--- src/rtl/trap_ctl_pkg.sv ---
package trap_ctl_pkg;
    localparam int XLEN     = 32;
    localparam int OPW      = 6;
    localparam int RW       = 5;
    localparam int XP_IDX   = 30;
    localparam int ZERO_IDX = 31;
    localparam logic [XLEN-1:0] VEC_BASE = 32'h8000_0000;

    typedef enum logic [2:0] {
        PCS_INC = 3'd0, PCS_BR = 3'd1, PCS_JMP = 3'd2, PCS_ILL = 3'd3, PCS_VEC = 3'd4
    } pcsel_e;

    localparam logic [1:0] WD_PC4 = 2'd0;

    // Encoding doubles as the vector slot index.
    typedef enum logic [1:0] {
        EV_RESET = 2'd0, EV_ILLOP = 2'd1, EV_IRQ = 2'd2, EV_NONE = 2'd3
    } event_e;

    typedef struct packed {
        logic [2:0]    pc_sel;
        logic [1:0]    wd_sel;
        logic [RW-1:0] wa;
        logic          rf_we;
        logic          mem_we;
    } ctl_t;

    function automatic logic [XLEN-1:0] vec_of(event_e e);
        return VEC_BASE | {{(XLEN-4){1'b0}}, e, 2'b00};
    endfunction

    function automatic logic [XLEN-1:0] ret_of(logic [XLEN-1:0] p);
        return {p[XLEN-1], p[XLEN-2:0] + {{(XLEN-4){1'b0}}, 3'd4}};
    endfunction
endpackage

--- src/rtl/trap_detect.sv ---
module trap_detect
    import trap_ctl_pkg::*;
#(
    parameter int OP_W = OPW,
    localparam int NOPC = 1 << OP_W
) (
    input  logic            clk,
    input  logic            rst,
    input  logic            sup,
    input  logic            irq,
    input  logic [OP_W-1:0] opcode,
    input  logic [NOPC-1:0] impl_mask,
    output event_e          ev
);
    logic illegal;
    assign illegal = ~impl_mask[opcode];

    always_comb begin
        if (rst)                ev = EV_RESET;
        else if (illegal)       ev = EV_ILLOP;
        else if (irq && !sup)   ev = EV_IRQ;
        else                    ev = EV_NONE;
    end

    // a clear mask bit wins over an interrupt
    p_illop_first_r5: assert property (@(posedge clk) disable iff (rst)
        (!impl_mask[opcode] && irq && !sup) |-> ev == EV_ILLOP);
    // supervisor mode holds interrupts off
    p_irq_held_r4: assert property (@(posedge clk) disable iff (rst)
        (sup && impl_mask[opcode]) |-> ev == EV_NONE);
endmodule

--- src/rtl/trap_override.sv ---
module trap_override
    import trap_ctl_pkg::*;
#(
    parameter int AW = XLEN
) (
    input  logic          clk,
    input  logic          rst,
    input  event_e        ev,
    input  ctl_t          dec,
    output ctl_t          ctl,
    output logic [AW-1:0] vec,
    output logic          taken
);
    always_comb begin
        ctl   = dec;
        taken = (ev != EV_NONE);
        vec   = '0;
        if (taken) begin
            vec        = vec_of(ev);
            ctl.pc_sel = PCS_VEC;
            ctl.wd_sel = WD_PC4;
            ctl.wa     = RW'(XP_IDX);
            ctl.rf_we  = (ev != EV_RESET);
            ctl.mem_we = 1'b0;
        end
        if (ctl.wa == RW'(ZERO_IDX)) ctl.rf_we = 1'b0;
    end

    // a non-reset trap saves into XP
    p_xp_save_r2: assert property (@(posedge clk) disable iff (rst)
        (ev == EV_ILLOP || ev == EV_IRQ) |-> (ctl.wa == RW'(XP_IDX) && ctl.rf_we && ctl.wd_sel == WD_PC4));
    // pass-through of the decoder's store
    p_pass_store_r7: assert property (@(posedge clk) disable iff (rst)
        (ev == EV_NONE) |-> (ctl.mem_we == dec.mem_we && vec == '0));
endmodule

--- src/rtl/trap_ctl_top.sv ---
module trap_ctl_top
    import trap_ctl_pkg::*;
#(
    parameter int AW   = XLEN,
    parameter int OP_W = OPW,
    localparam int NOPC = 1 << OP_W
) (
    input  logic            clk,
    input  logic            rst,
    input  logic [AW-1:0]   pc,
    input  logic [OP_W-1:0] opcode,
    input  logic            irq,
    input  logic [NOPC-1:0] impl_mask,
    input  logic [2:0]      dec_pc_sel,
    input  logic [1:0]      dec_wd_sel,
    input  logic [RW-1:0]   dec_waddr,
    input  logic            dec_rf_we,
    input  logic            dec_mem_we,
    output logic [2:0]      pc_sel,
    output logic [AW-1:0]   vec_addr,
    output logic [AW-1:0]   ret_addr,
    output logic [1:0]      rf_wd_sel,
    output logic [RW-1:0]   rf_waddr,
    output logic            rf_we,
    output logic            mem_we,
    output logic            trap_taken
);
    event_e ev;
    ctl_t   dec_c, out_c;

    assign dec_c = '{pc_sel: dec_pc_sel, wd_sel: dec_wd_sel, wa: dec_waddr,
                     rf_we: dec_rf_we, mem_we: dec_mem_we};

    trap_detect #(.OP_W(OP_W)) i_detect (
        .clk(clk), .rst(rst), .sup(pc[AW-1]), .irq(irq),
        .opcode(opcode), .impl_mask(impl_mask), .ev(ev)
    );

    trap_override #(.AW(AW)) i_override (
        .clk(clk), .rst(rst), .ev(ev), .dec(dec_c),
        .ctl(out_c), .vec(vec_addr), .taken(trap_taken)
    );

    assign pc_sel    = out_c.pc_sel;
    assign rf_wd_sel = out_c.wd_sel;
    assign rf_waddr  = out_c.wa;
    assign rf_we     = out_c.rf_we;
    assign mem_we    = out_c.mem_we;
    assign ret_addr  = ret_of(pc);

    p_reset_vec_r1: assert property (@(posedge clk)
        rst |-> (pc_sel == 3'd4 && vec_addr == 32'h8000_0000 && !rf_we && !mem_we));
    p_store_abort_r8: assert property (@(posedge clk) disable iff (rst)
        trap_taken |-> !mem_we);
    p_no_zero_write_r9: assert property (@(posedge clk) disable iff (rst)
        rf_we |-> rf_waddr != 5'd31);
    p_vec_super_r10: assert property (@(posedge clk) disable iff (rst)
        trap_taken |-> vec_addr[AW-1]);
    p_ret_mode_r6: assert property (@(posedge clk) disable iff (rst)
        ret_addr[AW-1] == pc[AW-1]);
endmodule

--- config.mk ---
export PLATFORM = sky130hd
export DESIGN_NAME = trap_ctl_top
export DESIGN_NICKNAME = d
export VERILOG_FILES = /design/src/rtl/trap_ctl_pkg.sv /design/src/rtl/trap_detect.sv /design/src/rtl/trap_override.sv /design/src/rtl/trap_ctl_top.sv
export SDC_FILE = /design/constraint.sdc
export NUM_CORES = 1
export LEC_CHECK = 0
export BUFFER_PORTS_ARGS = -buffer_cell sky130_fd_sc_hd__buf_2
export CORE_AREA = 2 2 74 76
export DETAILED_ROUTE_END_ITERATION = 16
export DIE_AREA = 0 0 76 78
export MAX_ROUTING_LAYER = met4
export PLACE_DENSITY = 0.78
export SETUP_SLACK_MARGIN = 0.15
export SLEW_MARGIN = 20
export SYNTH_ARGS = -nofsm -noshare
export SYNTH_HDL_FRONTEND = slang
export SYNTH_SLANG_ARGS = --single-unit
--- constraint.sdc ---
create_clock -name vclk -period 2.7
set_input_delay 0.54 -clock vclk [all_inputs]
set_output_delay 0.54 -clock vclk [all_outputs]
set_load 0.01 [all_outputs]
==> out/metrics.yaml <==
rsz0062_at_grt: "true"
die_x_um: 76
dr.pass1.iters: 4
nFillCells: 460
hold_ws_ps: 1080
synth_seq_area_share: 0
seq_cell_count: 0
nClkBuffers: 0
crit_type: "in -> out"
port_buffers: 160
tns_ps: -3499
cp_max_fo: 7
synth.distinct_cells: 35
cp_slowest_cell: "a221o_1"
wire_per_inst_um: 12.90
syn-instance-count: 192
outcome: "complete, but fails checks"
place_ws_ps: -353.9
combPwrFrac: 1.000
instances_no_fill: 431
pin_count: 194
synth_area_sq_um: 1494
hold_violations: 0
grt_use_total: 0.1789
arrival_ps: 2430
dr_total_vias: 2011
viasPerCell: 4.666
internal_power_mw: 0.2208
maxSlewViolCount: 0
seqPwrFrac: 0
place.gp.congestion: 0.7952
drc_errors: 0
area_growth_pct: 73.62
core_sq_um: 5042
initial_core_util: 0.2963
dpl_cell_area_sq_um: 2305
ys.warnings.count: 0
post-route-period-util: 1.100
seq_area_sq_um: 0
drive_gt1_frac: 0.6371
violations: "setup timing"
p_leak_nw: 1.336
power_density_nw_per_um2: 159.9
grt_pass1_vias: 1911
antenna_found_initial: 0
diodes: 0
nets: 481
grt_pass1_wl_mm: 8.700
dpl.cell_count: 424
worstSetupEndpoint: "mem_we"
vdd_drop_max_mv: 0.07521
dieHeight_um: 78
p_switching_mw: 0.1939
min_path_type: "in -> out"
sw_frac_of_total: 0.4675
hpwl_mm: 4.393
routed_wl_mm: 5.558
grt_max_degree: 13
slowest_delay_ps: 350
drtAntennaViolNets: 0
worst-endpoint-required_ps: 2160
dr.first_iter.drc_count: 27
crit_path_start_kind: "input pin"
critPathCaptureType: "output port"
maxCapViolCount: 0
tightest_slew_ps: 568.6
crit_start: "opcode[0]"
postLayoutCellArea_sq_um: 2594
pwr-share-clk: 0
post_cts_hold_buffer_count: 0
core.rowCount: 26
fmaxAchievable_ghz: 0.3367
slew-limit-headroom: 0.6210
grt_remaining_overflow: 0
setup_viol: 16
avgSynthCellArea_sq_um: 7.781
worstPathCellList: "buf_12 > buf_12 > mux2_2 > o22ai_1 > a221o_1 > a221o_1 > buf_6 > o32a_4 > nor3b_2 > buf_2"
layout_setup_ws_ps: -269.9
die-area_sq_um: 5928
finalCriticalPeriod_ps: 2970
## metrics by stage
step,total power [mW],util
floorplan,0.2248,-
global placement,0.3379,0.4571
detailed placement,0.3455,0.4571
CTS,0.4051,0.5017
global route,0.4496,0.5144
finish,0.4146,0.5144
## power by group through the flow
| stage | Combinational [mW] | Sequential, mW | Clock, mW |
|---|---|---|---|
| 3_3_place_gp | 0.338 | 0 | 0 |
| 4_1_cts | 0.405 | 0 | 0 |
| 6_report | 0.415 | 0 | 0 |
| 2_1_floorplan | 0.225 | 0 | 0 |
| 3_5_place_dp | 0.345 | 0 | 0 |
| 5_1_grt | 0.450 | 0 | 0 |
## critical path, delay by kind of cell
kind	cells	cell delay, ps
mux	1	210
simple gates	1	190
compound gates	4	940
buf+inv	4	550
## area by class of cell
type                            count  area (sq um)  area share
Tap cell                           70         87.58     0.03377
Multi-Input combinational cell    180          1459      0.5625
Timing Repair Buffer              179          1040      0.4009
Inverter                            2         7.507    0.002894
## metal layers
metal  global-route usage  vias to the layer above  wire length, um
met2               0.3732                      126             3059
met4              0.02364                        0               78
met5                    -                        -                0
met3              0.01977                        8              434
li1                     -                      985                -
met1               0.1820                      892             1985
## cells in the mapped netlist (all sizes together)
cell type	count	area (sq um)
o21ai	3	15.01
and2	1	6.260
o22ai	7	43.79
conb	1	3.750
and4	3	26.28
o21ba	1	10.01
buf	37	301.5
mux4	2	48.80
ha	1	12.51
a221o	3	30.03
nand2	16	60.06
o32a	1	11.26
nor2	7	26.28
a221oi	4	35.03
nand4	5	31.28
xor2	4	35.03
nand2b	5	31.28
nor3	3	15.01
mux2i	14	140.1
inv	2	7.510
xnor2	23	201.4
a211oi	1	7.510
or2	1	6.260
mux2	14	157.7
o221ai	1	8.760
nand3	11	55.05
clkbuf	2	7.510
nor3b	6	75.07
or3	5	31.28
a22o	1	8.760
and3	3	18.77
nor2b	4	25.02
## cells in the final DEF, fill, tap and decap left out, types with 2 or more instances in the layout
| master | synthesis | routed |
|---|---|---|
| a221o_1 | 3 | 3 |
| a221oi_2 | 0 | 3 |
| and3_4 | 0 | 2 |
| and4_4 | 0 | 3 |
| buf_12 | 1 | 2 |
| buf_16 | 0 | 2 |
| buf_2 | 0 | 155 |
| buf_4 | 33 | 15 |
| buf_6 | 3 | 5 |
| conb_1 | 1 | 29 |
| inv_1 | 2 | 2 |
| mux2_2 | 14 | 9 |
| mux2_4 | 0 | 5 |
| mux2i_1 | 14 | 14 |
| mux4_2 | 1 | 2 |
| nand2_1 | 16 | 14 |
| nand2b_1 | 5 | 4 |
| nand3_1 | 11 | 9 |
| nand3_2 | 0 | 2 |
| nand4_1 | 5 | 5 |
| nor2_1 | 7 | 6 |
| nor2b_2 | 0 | 2 |
| nor3_2 | 0 | 2 |
| nor3b_2 | 6 | 6 |
| o22ai_1 | 7 | 5 |
| o22ai_2 | 0 | 2 |
| o32a_4 | 0 | 2 |
| or3_1 | 5 | 5 |
| xnor2_1 | 23 | 22 |
| xor2_1 | 4 | 4 |
## kinds of logic (layout without fill, tap and decap cells)
kind of cell             Yosys count  in the layout  synth area share
multiplexers                      30             30            0.2320
AND/OR/NAND/NOR                   70             70            0.2730
other                              1             29          0.002510
buffers and inverters             41            181            0.2119
AO/OA/AOI/OAI                     22             23            0.1139
adder cells (fa/ha/maj)            1              1          0.008374
XOR/XNOR                          27             27            0.1583
## what timing repair did
| action | 4_1_cts | 5_1_grt |
|---|---|---|
| buffers inserted | 3 | 1 |
| endpoints found under the setup margin | 20 | 28 |
| pin swaps | 13 | 15 |
| cloned | 3 | 0 |
| resized for setup | 33 | 14 |
## worst min path at each step
stage               startpoint     endpoint  slack [ps]  depth (start not counted)
CTS                      pc[0]  ret_addr[0]        1080                          0
global route             pc[1]  ret_addr[1]        1080                          0
floorplan                  rst  vec_addr[2]        1110                          1
detailed placement       pc[0]  ret_addr[0]        1080                          0
global placement         pc[0]  ret_addr[0]        1080                          0
finish                   pc[0]  ret_addr[0]        1080                          0
No activity file was read; power rests on OpenSTA's default activity.
